<file path="src/rtl/dg_pkg.sv">
// Package: shared state encoding and widths for the delay gate.
// Assumes: nothing beyond IEEE 1800-2017.
package dg_pkg;
    localparam int GROUP_W = 2;

    typedef enum logic [1:0] {
        DG_IDLE    = 2'd0,
        DG_PICKUP  = 2'd1,
        DG_HELD    = 2'd2,
        DG_DROPOUT = 2'd3
    } dg_state_e;
endpackage

</file>
<file path="src/rtl/dg_tick_sel.sv">
// Module: picks the tick stream that advances the delay count.
// Assumes: both tick inputs are single-clock pulses synchronous to clk.
module dg_tick_sel (
    input  logic cyc_tick,
    input  logic sec_tick,
    input  logic use_sec,
    output logic tick
);
    // Select the time base named by the unit setting.
    always_comb begin
        tick = use_sec ? sec_tick : cyc_tick;
    end
endmodule

</file>
<file path="src/rtl/dg_group_match.sv">
// Module: enables the gate only while the active group equals its own.
// Assumes: group codes are static between clock edges.
module dg_group_match
    import dg_pkg::*;
(
    input  logic [GROUP_W-1:0] grp_cfg,
    input  logic [GROUP_W-1:0] grp_act,
    output logic               enable
);
    // Compare the configured and active group codes.
    always_comb begin
        enable = (grp_cfg == grp_act);
    end
endmodule

</file>
<file path="src/rtl/dg_delay_cnt.sv">
// Module: shared tick counter for the pickup and dropout intervals.
// Assumes: the controller deasserts busy for at least one edge between intervals,
// so every interval starts from a zero count.
module dg_delay_cnt #(
    parameter int DLY_W = 8
) (
    input  logic             clk,
    input  logic             rst_n,
    input  logic             clear,
    input  logic             busy,
    input  logic             advance,
    input  logic [DLY_W-1:0] target,
    output logic             expired
);
    localparam int EXT_W = DLY_W + 1;

    logic [DLY_W-1:0] cnt_q;
    logic [EXT_W-1:0] cnt_next_ext;

    // Expire when the count reaches the target, either already or with this tick.
    always_comb begin
        cnt_next_ext = {1'b0, cnt_q} + EXT_W'(1);
        expired = busy && (({1'b0, cnt_q} >= {1'b0, target}) ||
                           (advance && (cnt_next_ext >= {1'b0, target})));
    end

    // Count selected ticks while an interval runs; clear otherwise.
    always_ff @(posedge clk) begin
        if (!rst_n || clear || !busy || expired) begin
            cnt_q <= '0;
        end else if (advance) begin
            cnt_q <= cnt_next_ext[DLY_W-1:0];
        end
    end

    // without a tick, and short of expiry, the count holds its value.
    assert_count_holds_R8: assert property (@(posedge clk) disable iff (!rst_n)
        (busy && !advance && !clear && !expired) |=> (cnt_q == $past(cnt_q)));

    // a group mismatch leaves the count at zero on the following cycle.
    assert_count_cleared_R9: assert property (@(posedge clk) disable iff (!rst_n)
        clear |=> (cnt_q == '0));
endmodule

</file>
<file path="src/rtl/dg_ctrl.sv">
// Module: pickup/dropout state machine that owns the gate output.
// Assumes: expired comes from dg_delay_cnt and refers to the interval of the current state.
module dg_ctrl
    import dg_pkg::*;
(
    input  logic clk,
    input  logic rst_n,
    input  logic enable,
    input  logic gate_in,
    input  logic on_zero,
    input  logic off_zero,
    input  logic expired,
    output logic busy,
    output logic sel_off,
    output logic gate_out
);
    dg_state_e state_q, state_d;

    // Next-state choice from input level, interval expiry and zero settings.
    always_comb begin
        state_d = state_q;
        unique case (state_q)
            DG_IDLE:    if (gate_in) state_d = on_zero ? DG_HELD : DG_PICKUP;
            DG_PICKUP:  if (!gate_in) state_d = DG_IDLE;
                        else if (expired) state_d = DG_HELD;
            DG_HELD:    if (!gate_in) state_d = off_zero ? DG_IDLE : DG_DROPOUT;
            DG_DROPOUT: if (gate_in) state_d = DG_HELD;
                        else if (expired) state_d = DG_IDLE;
            default:    state_d = DG_IDLE;
        endcase
        if (!enable) state_d = DG_IDLE;
    end

    // State register with synchronous reset to idle.
    always_ff @(posedge clk) begin
        if (!rst_n) state_q <= DG_IDLE;
        else        state_q <= state_d;
    end

    // Decode counter control and the output from the state.
    always_comb begin
        busy     = (state_q == DG_PICKUP) || (state_q == DG_DROPOUT);
        sel_off  = (state_q == DG_DROPOUT);
        gate_out = (state_q == DG_HELD) || (state_q == DG_DROPOUT);
    end

    // with the input held high and the gate enabled, a high output stays high.
    assert_held_stays_R2: assert property (@(posedge clk) disable iff (!rst_n)
        (enable && gate_in && gate_out) |=> gate_out);

    // a low input with a low output keeps the output low.
    assert_low_stays_R5: assert property (@(posedge clk) disable iff (!rst_n)
        (!gate_in && !gate_out) |=> !gate_out);
endmodule

</file>
<file path="src/rtl/delay_gate.sv">
// Module: top of the programmable pickup/dropout delay timer gate.
// Assumes: ticks and settings are synchronous to clk; group codes 0..3 mean groups 1..4.
module delay_gate #(
    parameter int DLY_W = 8
) (
    input  logic             clk,
    input  logic             rst_n,
    input  logic             gate_in,
    input  logic             cyc_tick,
    input  logic             sec_tick,
    input  logic             use_sec,
    input  logic [DLY_W-1:0] on_dly,
    input  logic [DLY_W-1:0] off_dly,
    input  logic [1:0]       grp_cfg,
    input  logic [1:0]       grp_act,
    output logic             gate_out
);
    logic tick, enable, expired, busy, sel_off;
    logic on_zero, off_zero;
    logic [DLY_W-1:0] target;

    dg_tick_sel u_tick (
        .cyc_tick (cyc_tick),
        .sec_tick (sec_tick),
        .use_sec  (use_sec),
        .tick     (tick)
    );

    dg_group_match u_grp (
        .grp_cfg (grp_cfg),
        .grp_act (grp_act),
        .enable  (enable)
    );

    // Choose the interval length for the running phase and flag zero settings.
    always_comb begin
        target   = sel_off ? off_dly : on_dly;
        on_zero  = (on_dly == '0);
        off_zero = (off_dly == '0);
    end

    dg_delay_cnt #(.DLY_W(DLY_W)) u_cnt (
        .clk     (clk),
        .rst_n   (rst_n),
        .clear   (!enable),
        .busy    (busy),
        .advance (tick),
        .target  (target),
        .expired (expired)
    );

    dg_ctrl u_ctrl (
        .clk      (clk),
        .rst_n    (rst_n),
        .enable   (enable),
        .gate_in  (gate_in),
        .on_zero  (on_zero),
        .off_zero (off_zero),
        .expired  (expired),
        .busy     (busy),
        .sel_off  (sel_off),
        .gate_out (gate_out)
    );

    // a group mismatch drives the output low at the next edge.
    assert_group_off_R9: assert property (@(posedge clk) disable iff (!rst_n)
        (grp_cfg != grp_act) |=> !gate_out);

    // the output only rises after an edge that saw the input high.
    assert_rise_needs_input_R2: assert property (@(posedge clk) disable iff (!rst_n)
        $rose(gate_out) |-> $past(gate_in));

    // a zero dropout setting clears the output at the first low-input edge.
    assert_zero_off_R7: assert property (@(posedge clk) disable iff (!rst_n)
        (gate_out && !gate_in && (off_dly == '0)) |=> !gate_out);
endmodule

</file>
<file path="config.mk">
export PLATFORM = sky130hd
export DESIGN_NAME = delay_gate
export DESIGN_NICKNAME = d
export VERILOG_FILES = /design/src/rtl/dg_pkg.sv /design/src/rtl/dg_tick_sel.sv /design/src/rtl/dg_group_match.sv /design/src/rtl/dg_delay_cnt.sv /design/src/rtl/dg_ctrl.sv /design/src/rtl/delay_gate.sv
export SDC_FILE = /design/constraint.sdc
export NUM_CORES = 1
export LEC_CHECK = 0
export CORE_ASPECT_RATIO = 0.8
export CORE_MARGIN = 2
export CORE_UTILIZATION = 52
export CTS_CLUSTER_SIZE = 16
export DETAILED_ROUTE_END_ITERATION = 6
export PLACE_DENSITY = 0.94
export SETUP_SLACK_MARGIN = 0.1
export SYNTH_ARGS = -nofsm -noshare
export SYNTH_HDL_FRONTEND = slang
export SYNTH_SLANG_ARGS = --single-unit
</file>
<file path="constraint.sdc">
create_clock -name clk -period 6.6 [get_ports clk]
set_clock_uncertainty 0.15 [all_clocks]
set_input_delay 0.66 -clock clk [delete_from_list [all_inputs] [get_ports clk]]
set_output_delay 0.66 -clock clk [all_outputs]
set_load 0.005 [all_outputs]
</file>
Word level (Yosys, flattened, before mapping)
Cells that the tools add are included.
W data, S select, Z words.

word-level totals
  bits in registers = 10
  input bits = 26

cells by class
  add/subtract/negate cells = 1
  magnitude comparators = 2
  equal/unequal tests = 8
  muxes and demuxes = 11
  reduce and logical (&&, ||, !) cells = 16

operators with widths
  kind                   count
  $logic_not A8 Y1       2
  $mux W2                8
  $add A8 B1 Y9 const B  1
  $ge A9 B8 Y1           1
  $ge A8 B8 Y1           1
  $mux W8                1
  $pmux W2 S4            1
  $logic_or A1 B1 Y1     6
  $eq A2 B2 Y1 const B   2
  $ne A2 B2 Y1 const B   2
  $reduce_and A4 Y1      1
  $logic_not A1 Y1       3
  $ne A3 B2 Y1 const B   1
  $ne A3 B3 Y1 const B   1
  $eq A2 B1 Y1 const B   1
  $eq A2 B2 Y1           1
  $logic_and A1 B1 Y1    2
  $logic_not A2 Y1       1
  $reduce_and A2 Y1      1
  $mux W1                1

Longest topological paths before layout
Gate-level depths: netlist of the first run.

  word-level depth = 9
  depth in mapped cells = 12

Modules after synthesis
A second synthesis of the first run with hierarchy kept.

second synthesis, totals
  cell total of the unflattened synthesis = 145
  area total of the unflattened synthesis = 1231.2 um2

modules (own cells, without submodules)
  module          times used  cells each  area an instance (um2)  sequential area each (um2)
  dg_delay_cnt    1           109         919.6                   160.2
  dg_ctrl         1           16          138.9                   40.0
  delay_gate      1           16          136.4                   0.0
  dg_group_match  1           3           21.3                    0.0
  dg_tick_sel     1           1           15.0                    0.0

Worst setup path before layout of the first run
No wires, ideal clock.

  path type = reg2reg
  from = reg u_cnt.cnt_q[0]
  to = reg u_cnt.cnt_q[0]
  setup time = 0.073 ns
  data arrival time = 2.498 ns
  required time = 6.377 ns
  setup slack = 3.879 ns
  cell stages (with the launch flop) = 13
  buffers on the path = 1
  path through = dfxtp_1 > ha_1 > nand3_1 > or2_1 > xnor2_1 > ha_1 > a21oi_1 > o21ai_0 > a21oi_1 > o21ai_1 > or4_1 > buf_2 > nor3_2

on the way
  longest elaborated chain between the ends = 6
  elaborated cells between the ends (all ways) = 7
  those cells by class = add/sub: 1; order compare: 2; reduce/logical: 4

RTL lines
  what                       RTL line            text
  from (decl)                dg_delay_cnt.sv:17  logic [DLY_W-1:0] cnt_q;
  from (signal assigned)     dg_delay_cnt.sv:32  cnt_q <= cnt_next_ext[DLY_W-1:0];
  $add A8 B1 Y9              dg_delay_cnt.sv:22  cnt_next_ext = {1'b0, cnt_q} + EXT_W'(1);
  net u_cnt.cnt_next_ext[6]  dg_delay_cnt.sv:18  logic [EXT_W-1:0] cnt_next_ext;
  $ge A9 B8 Y1               dg_delay_cnt.sv:24  (advance && (cnt_next_ext >= {1'b0, target})));
  $logic_and A1 B1 Y1        dg_delay_cnt.sv:24
  $logic_or A1 B1 Y1         dg_delay_cnt.sv:23  expired = busy && (({1'b0, cnt_q} >= {1'b0, target}) ||
  $logic_and A1 B1 Y1        dg_delay_cnt.sv:23
  $logic_or A1 B1 Y1         dg_delay_cnt.sv:29  if (!rst_n || clear || !busy || expired) begin

The timed path passes the listed nets, and every way through them passes these cells.
A chain may end at the register's enable or synchronous reset.

Final worst setup path of the first run
  from = reg u_ctrl.state_q[1]
  to = reg u_cnt.cnt_q[0]

on the way
  longest elaborated chain between the ends = 7
  elaborated cells between the ends (all ways) = 12
  those cells by class = order compare: 2; eq/ne: 2; mux: 1; reduce/logical: 7

RTL lines
  what                    RTL line                      text
  from (decl)             dg_ctrl.sv:17                 dg_state_e state_q, state_d;
  from (signal assigned)  dg_ctrl.sv:37                 else state_q <= state_d;
  $eq A2 B2 Y1            dg_ctrl.sv:42, dg_ctrl.sv:43
  $mux W8                 delay_gate.sv:37              target = sel_off ? off_dly : on_dly;
  $ge A9 B8 Y1            dg_delay_cnt.sv:24
  $logic_and A1 B1 Y1     dg_delay_cnt.sv:24
  $logic_or A1 B1 Y1      dg_delay_cnt.sv:23
  $logic_and A1 B1 Y1     dg_delay_cnt.sv:23
  $logic_or A1 B1 Y1 *    dg_delay_cnt.sv:29

Every way passes the cells marked *; elsewhere a longest branch is shown, timed or not.

==> results of run 1 <==
==> layout make-up <==
cell class | count | area [um^2]
Multi-Input combinational cell | 114 | 814.5
Fill cell | 146 | 521.8
Timing Repair Buffer | 26 | 260.3
Sequential cell | 10 | 200.2
Clock buffer | 4 | 36.28
Tap cell | 24 | 30.03
Inverter | 3 | 11.26
==> routing by layer <==
layer | vias up | share of wire [%] | wire length [um]
li1 | 520 | - | -
met1 | 481 | 41 | 1083
met2 | 35 | 53 | 1405
met3 | 10 | 4.5 | 120
met4 | 0 | 2.2 | 59
met5 | - | 0 | 0
==> per-stage QoR <==
stage	std cells	setup slack, ps	power [W]	util (%)	hold slack [ps]
floorplan	129	3879	0.00007449	-	315.8
global placement	177	3459	0.00009320	70.23	332.3
detailed placement	177	3250	0.00009561	70.23	345.4
CTS	181	3521	0.0001522	72.16	357.7
global route	181	3274	0.0001610	72.16	384.2
finish	181	3492	0.0001518	72.16	360.5
==> tightest hold or removal path: stages (launching register included) <==
cell and delay, ps:
dfxtp_1 340, nand2_1 70, a21oi_1 50
==> layout by cell type, fill, tap and decap left out, types with 2 or more instances in the layout <==
cell type | Yosys | layout
mux2i_1 | 7 | 7
xor2_1 | 3 | 3
ha_1 | 17 | 17
nor3_1 | 2 | 2
o21ai_1 | 3 | 3
a21oi_1 | 10 | 10
inv_1 | 3 | 3
o21ai_0 | 4 | 4
or4_1 | 6 | 6
nor2_1 | 18 | 18
nand3_1 | 3 | 3
xnor2_1 | 12 | 12
dfxtp_1 | 10 | 10
nand2_1 | 15 | 15
clkdlybuf4s50_1 | 0 | 26
o31ai_1 | 2 | 2
clkbuf_4 | 0 | 3
==> power breakdown <==
group	internal [W]	leakage [nW]	total [W]	switching (W)
Combinational	0.0000200	0.469	0.0000340	0.0000139
Sequential	0.0000605	0.0805	0.0000607	0.000000219
Clock	0.0000336	0.0210	0.0000572	0.0000236
==> how the worst min path moves through the flow <==
| stage | from | to | slack, ps | cells after the start |
|---|---|---|---|---|
| 2_1_floorplan | u_cnt.cnt_q[1] | u_cnt.cnt_q[1] | 320 | 2 |
| 3_3_place_gp | u_cnt.cnt_q[1] | u_cnt.cnt_q[1] | 330 | 2 |
| 3_5_place_dp | u_cnt.cnt_q[1] | u_cnt.cnt_q[1] | 350 | 2 |
| 4_1_cts | u_cnt.cnt_q[1] | u_cnt.cnt_q[1] | 360 | 2 |
| 5_1_grt | u_cnt.cnt_q[1] | u_cnt.cnt_q[1] | 380 | 2 |
| 6_report | u_cnt.cnt_q[1] | u_cnt.cnt_q[1] | 360 | 2 |
==> flip-flops by register name, indices dropped and copies added, names as in the netlist <==
register        flops
u_cnt.cnt_q         8
u_ctrl.state_q      2
==> cell families (layout without fill, tap and decap cells) <==
kind of cell	after synthesis	count (layout)	share of synthesized area [%]
AO/OA/AOI/OAI	23	23	12.70
AND/OR/NAND/NOR	49	49	22.13
buffers and inverters	5	33	1.934
flip-flops	10	10	19.35
XOR/XNOR	15	15	12.70
multiplexers	10	10	10.64
adder cells (fa/ha/maj)	17	17	20.56
==> flow_summary.yaml, run 1 <==
outcome:
  outcome: "finished, final reports clean"
clock_network:
  clockBufferDepth: 2
  root_buffer: "clkbuf_4"
  insertion_delay_ps: 280
  cts_tree: "done"
  cts_hold_buf: 0
  cts_max_level: 1
  post_cts_resized: 0
  cts_buffers: 3
  cts_setup_buffers: 0
  path_clk_slew_ps: 70
  clkSinkCount: 10
timing:
  maxSlewHeadroom_pct: 66.13
  finalSetupViolations: 0
  worst_slew_pin_slew_ps: 498.1
  layout_min_cycle_time_ps: 3108
  fin_tns_setup_ps: 0
  hold_viol_final: 0
  rsz0062_at_grt: "no"
  fmax_mhz: 321.7
  finalMaxSlewViolations: 0
  fin_crit_sh_pct: 47.10
synth:
  synth_edf_count: 0
  postSynthAreaPerCell_um2: 8.021
  async_reset_ff_share_pct: 0
  syn_area_um2: 1035
  ys_types: 29
  synth_fp_nets: 172
  yosysWarnings: 0
  ys_seq_area_share_pct: 19.35
  ys_ff_latch: 10
  synthFlopType: "dfxtp_1"
  synth_cells: 129
  synth_top_area_share_pct: 20.56
  synth_area_leaders: "ha_1 21%, dfxtp_1 19%, xnor2_1 10%"
  ys_top_cells_by_count: "18 x nor2_1, 17 x ha_1, 15 x nand2_1"
  synth_largest_area_cell: "ha_1"
  yosysMostFrequentCell: "nor2_1"
critical_path:
  crit_buf_inv: 0
  rrSetupSlack_ps: 3490
  startpoint: "u_ctrl.state_q[1]"
  rr_worst_depth: 9
  crit_chain: "nand2_1 -> mux2_2 -> ha_1 -> nor2_1 -> a21oi_1 -> o31ai_1 -> o21ai_1 -> or4_1 -> nor3_2"
  crit_path_top_delay_cell: "or4_1"
  path_class: "register to register"
  crit_arrival_ps: 3170
  required_ps: 6660
  crit_family: "simple AND/OR/NAND/NOR gates"
  reg2reg_to: "u_cnt.cnt_q[0]"
  end_kind: "register"
  max_stage_delay_ps: 600
  crit_cells: 9
  startpoint_type: "register"
  r2r-start: "u_ctrl.state_q[1]"
  crit_end: "u_cnt.cnt_q[0]"
  critPathMaxFanout: 9
floorplanning:
  die_h_um: 43.90
  dieArea_um2: 2365
  rows: 14
  core_area_um2: 1874
  initial_core_util_pct: 55.21
  die_w_um: 53.88
  ios: 27
routing:
  drc: 0
  routedWlPerCell_um: 14.74
  ant_nets: 0
  vias: 1046
  drt_iter0_markers: 21
  routed_wl_um: 2668
  via_per_inst: 5.779
  firstDrtPassIters: 4
global_route:
  grt.met1_usage_pct: 30.27
  first_global_vias: 1063
  grt_overflow: 0
  antenna_found_initial: 0
  grt_pass1_wl_um: 4540
  busiest_layer: "met2"
  met2_usage_pct: 47.80
  track_usage_pct: 26.62
  grt_max_degree: 10
  met3_usage_pct: 7.586
cells_and_area:
  syn2layout_area_growth_pct: 30.71
  final_area_um2: 1353
  diodes: 0
  fin_nets: 201
  drive_gt1_share_pct: 6.369
power_and_ir_drop:
  peakVddDrop_mv: 0.1044
  p_leak_nw: 0.5701
  p_per_area_nw_per_um2: 112.2
placed_design:
  placed_area_um2: 1316
  dpl.hpwl_um: 2250
  port_buffers: 26
  gp_congestion: 0.8458
hold_path:
  worstHoldPathType: "register to register"
run:
  cap_violations: 0
Power figures use the tool's default switching activity.
==> run 2: changes to the inputs <==
Settings changed: CORE_UTILIZATION 52 to 48, PLACE_DENSITY 0.94 to 0.88.
Clock period 6.6 ns to 2.95 ns, I/O delays scaled along.
==> run 2 against run 1 <==
Effect of this change:
- routed wire length rose by 1.7%
- clock-buffer cell count fell by 1
- sequential power rose by 120%
- critical path type unchanged
- hold slack got worse by 5.8 ps
- register-to-register slack got worse by 3300 ps
- non-clock buffer count rose by 7
- clock power rose by 66%
- global-route usage fell by 4.3 points
- largest cell class unchanged
- sequential share of layout area fell by 0.30 points
- combinational power rose by 120%
- design area rose by 5.9%
==> flow_summary.yaml, run 2 (same netlist as run 1, synthesis figures left out) <==
routing:
  ant_nets: 0
  routedWlPerCell_um: 14.44
  routed_wl_um: 2714
  drc: 0
  firstDrtPassIters: 4
  vias: 1046
  via_per_inst: 5.564
  drt_iter0_markers: 36
timing:
  worst_slew_pin_slew_ps: 459.6
  hold_viol_final: 0
  finalSetupViolations: 0
  rsz0062_at_grt: "no"
  finalMaxSlewViolations: 0
  fmax_mhz: 361.9
  fin_tns_setup_ps: 0
  maxSlewHeadroom_pct: 69.10
  layout_min_cycle_time_ps: 2763
  whs_ps: 354.7
  fin_crit_sh_pct: 93.67
critical_path:
  startpoint_type: "register"
  end_kind: "register"
  path_common_cell: "buf_4"
  max_stage_delay_ps: 400
  crit_path_top_delay_cell: "or4_1"
  required_ps: 2990
  crit_arrival_ps: 2810
  crit_chain: "nand2_1 -> buf_4 -> mux2_2 -> ha_1 -> nor2_1 -> a21oi_1 -> o31ai_1 -> o21ai_1 -> buf_4 -> or4_1 -> a31oi_1"
  path_class: "register to register"
  critPathMaxFanout: 5
cells_and_area:
  syn2layout_area_growth_pct: 38.45
  largest_reg_flops: 8
  top_regs: "u_cnt.cnt_q: 8 flops, u_ctrl.state_q: 2 flops"
  final_common_cell: "clkdlybuf4s50_1"
  diodes: 0
  final_core_util_pct: 68.15
  regMostFlops: "u_cnt.cnt_q"
  fin_cells: 188
  final_cell_mix: "26 x clkdlybuf4s50_1, 18 x nor2_1, 16 x ha_1"
  fin_nets: 208
  drive_gt1_share_pct: 15.34
placed_design:
  gp_congestion: 0.8984
  dp_cells: 184
  dpl.hpwl_um: 2279
  port_buffers: 26
clock_network:
  cts_max_level: 1
  cts_buffers: 3
  root_buffer: "clkbuf_4"
  cts_hold_buf: 0
  clockBufferDepth: 2
  clkSinkCount: 10
  path_clk_slew_ps: 60
  cts_tree: "done"
  insertion_delay_ps: 270
power_and_ir_drop:
  p_total_w: 0.0003059
  peakVddDrop_mv: 0.2607
  p_per_area_nw_per_um2: 213.5
  p_leak_nw: 0.6023
global_route:
  antenna_found_initial: 0
  track_usage_pct: 22.35
  grt_max_degree: 9
  grt_pass1_wl_um: 4395
  first_global_vias: 1013
  grt_overflow: 0
run:
  cap_violations: 0
floorplanning:
  initial_core_util_pct: 49.23
  ios: 27
  rows: 15
  core_area_um2: 2102
  dieArea_um2: 2545
  die_h_um: 45.53
  die_w_um: 55.91
hold_path:
  worstHoldPathType: "register to register"
outcome:
  outcome: "finished, final reports clean"
[run 2: final timing paths]
path | startpoint | end | slack (ps) | depth (start not counted)
hold / removal | u_cnt.cnt_q[1] | u_cnt.cnt_q[1] | 350 | 2
setup reg to reg | u_ctrl.state_q[0] | u_ctrl.state_q[1] | 190 | 11
hold reg to reg | u_cnt.cnt_q[1] | u_cnt.cnt_q[1] | 350 | 2
setup / recovery | u_ctrl.state_q[0] | u_ctrl.state_q[1] | 190 | 11
[run 2: metrics by stage]
step                worst slack (ps)  cell area, um^2
floorplan                      228.9             1035
global placement               145.2             1363
detailed placement            -8.581             1363
CTS                            134.2             1415
global route                   93.40             1433
finish                         186.8             1433
[run 2: report_power, final]
group / internal [W] / total, W / switching [W]
Combinational: 0.0000464 / 0.0000762 / 0.0000299
Sequential: 0.000134 / 0.000135 / 0.000000579
Clock: 0.0000472 / 0.0000947 / 0.0000474
[run 2: layout make-up]
class / count / area, um^2
timing repair buffer: 33 / 312.8
inverter: 3 / 11.26
clock buffer: 3 / 22.52
multi-input combinational: 114 / 847.1
sequential: 10 / 207.7
fill: 171 / 669.4
tap: 25 / 31.28
[run 2: what timing repair did]
action / CTS / global route
pin swaps: 3 / 2
endpoints found under the setup margin: 8 / 8
buffers inserted: 1 / 0
resized for setup: 7 / 5
[run 2: critical path, delay by kind of cell (launching register included)]
kind            cells  cell delay, ps
mux                 1             350
flops               1             360
fa+ha+maj           1             290
compound gates      4             620
simple gates        3             600
buf+inv             2             320
[run 2: metal layers]
| metal | global-route usage [%] | share of wire (%) | vias up |
|---|---|---|---|
| met5 | 0 | 0 | - |
| li1 | - | - | 531 |
| met4 | 5.714 | 0.92 | 0 |
| met1 | 27.67 | 45 | 484 |
| met2 | 41.67 | 50 | 27 |
| met3 | 3.409 | 4.5 | 4 |
==> run 3: changes to the inputs <==
--- a/config.mk
+++ b/config.mk
@@ -13,4 +13,5 @@
 export PLACE_DENSITY = 0.88
 export SETUP_SLACK_MARGIN = 0.1
+export SKIP_CTS_REPAIR_TIMING = 1
 export SYNTH_ARGS = -nofsm -noshare
 export SYNTH_HDL_FRONTEND = slang
==> constraint.sdc (replaced) <==
create_clock -name clk -period 2.95 [get_ports clk]
set_clock_uncertainty 0.15 [all_clocks]
set_input_delay 0.59 -clock clk [delete_from_list [all_inputs] [get_ports clk]]
set_output_delay 0.59 -clock clk [all_outputs]
set_load 0.005 [all_outputs]
==> run 3 against run 2 <==
Effect of this change:
- final cell count rose by 4.8%
- global-route usage up 1.4 points
- sequential power barely moved
- combinational power is 15% higher
- die area unchanged
- core utilization is 7.0 points higher
- setup slack got worse by 99 ps
- routed wire length up 24%
==> flow_summary.yaml, run 3 (same netlist as run 1, synthesis figures left out) <==
cells_and_area:
  regArea_um2: 203.9
  syn2layout_area_growth_pct: 52.72
  final.fill_count: 143
  regMostFlops: "u_cnt.cnt_q"
  largest_reg_flops: 8
  multiInputGateArea_um2: 914.6
  final_cell_mix: "22 x clkdlybuf4s50_1, 16 x nor2_1, 15 x ha_1, 15 x buf_4, 14 x nand2_1"
  final_area_um2: 1580
  drive_gt1_share_pct: 26.74
  top_regs: "u_cnt.cnt_q: 8 flops, u_ctrl.state_q: 2 flops"
  final_common_cell: "clkdlybuf4s50_1"
  final_core_util_pct: 75.18
  fin_nets: 216
  diodes: 0
clock_network:
  clockBufferDepth: 2
  path_clk_slew_ps: 70
  cts_buffers: 3
  root_buffer: "clkbuf_4"
  cts_tree: "done"
  clkSinkCount: 10
  cts_max_level: 1
  insertion_delay_ps: 280
critical_path:
  required_ps: 3000
  crit_arrival_ps: 2910
  end_kind: "register"
  startpoint_type: "input pin"
  path_class: "input pin to register"
  critPathMaxFanout: 8
routing:
  vias: 1132
  ant_nets: 0
  firstDrtPassIters: 4
  routedWlPerCell_um: 17.02
  routed_wl_um: 3353
  drc: 0
  drt_iter0_markers: 48
  via_per_inst: 5.746
run:
  cap_violations: 0
floorplanning:
  core_area_um2: 2102
  initial_core_util_pct: 49.23
  die_h_um: 45.53
  die_w_um: 55.91
  dieArea_um2: 2545
  rows: 15
  ios: 27
hold_path:
  worstHoldPathType: "register to register"
timing:
  maxSlewHeadroom_pct: 75.28
  hold_viol_final: 0
  finalSetupViolations: 0
  fin_crit_sh_pct: 97.03
  worst_slew_pin_slew_ps: 367.7
  whs_ps: 443.4
  layout_min_cycle_time_ps: 2862
  fmax_mhz: 349.3
  finalWorstSetupSlack_ps: 87.53
  fin_tns_setup_ps: 0
  finalMaxSlewViolations: 0
  rsz0062_at_grt: "no"
power_and_ir_drop:
  p_leak_nw: 0.7006
  p_per_area_nw_per_um2: 225.5
  peakVddDrop_mv: 0.3666
placed_design:
  gp_congestion: 0.8178
  dpl.hpwl_um: 2409
  place_ws_ps: -250.3
  placed_area_um2: 1415
  port_buffers: 26
global_route:
  grt_pass1_wl_um: 4491
  grt_overflow: 0
  first_global_vias: 976
  grt_max_degree: 10
  antenna_found_initial: 0
  track_usage_pct: 23.72
outcome:
  outcome: "finished, final reports clean"
-- run 3: changes by cell type in the layout (fill, tap and decap cells not counted), moves of 2 or more --
cell | previous run | this run
o21ai_0 | 4 | 2
mux2i_1 | 6 | 3
buf_4 | 7 | 15
a21oi_1 | 10 | 7
clkdlybuf4s50_1 | 26 | 22
dlymetal6s2s_1 | 0 | 4
mux2i_2 | 2 | 5
nor2_1 | 18 | 16
a21oi_2 | 1 | 4
-- run 3: power breakdown --
group / switching (W) / leakage [nW] / internal [W]
sequential: 0.000000707 / 0.0821 / 0.000135
clock: 0.0000578 / 0.0210 / 0.0000752
combinational: 0.0000353 / 0.597 / 0.0000521
-- run 3: through the flow --
| stage | std cells | total power, W |
|---|---|---|
| finish | 197 | 0.0003564 |
| global route | 197 | 0.0003632 |
| CTS | 195 | 0.0003466 |
| detailed placement | 191 | 0.0002167 |
| global placement | 191 | 0.0002131 |
| floorplan | 129 | 0.0001667 |
-- run 3: cell type report --
type / count / share of cell area, %
well taps: 25 / 1.979
inverters: 3 / 0.7126
repair buffers: 41 / 24.23
clock buffers: 4 / 2.296
multi-input cells: 114 / 57.88
flip-flops and latches: 10 / 12.91
-- run 3: critical path: stages --
cell and delay (ps):
clkdlybuf4s50_1 420, mux2_4 300, ha_4 280, and2_4 140, o21ai_1 70, a21oi_1 190, o21ai_1 120, or4_4 650
nor3_2 150
-- run 3: path summary, 6_finish.rpt --
kind                  start              to  slack [ps]  cells past startpoint
max              off_dly[0]  u_cnt.cnt_q[0]          90                      9
min          u_cnt.cnt_q[2]  u_cnt.cnt_q[2]         440                      2
max reg2reg  u_cnt.cnt_q[0]  u_cnt.cnt_q[0]         120                     11
min reg2reg  u_cnt.cnt_q[2]  u_cnt.cnt_q[2]         440                      2
-- run 3: routing by layer --
metal / vias to the layer above / GRT usage, % / share of wire [%]
li1: 551 / - / -
met1: 534 / 31.16 / 41
met2: 37 / 38.10 / 52
met3: 10 / 7.102 / 4.5
met4: 0 / 7.619 / 2.4
met5: - / 0 / 0
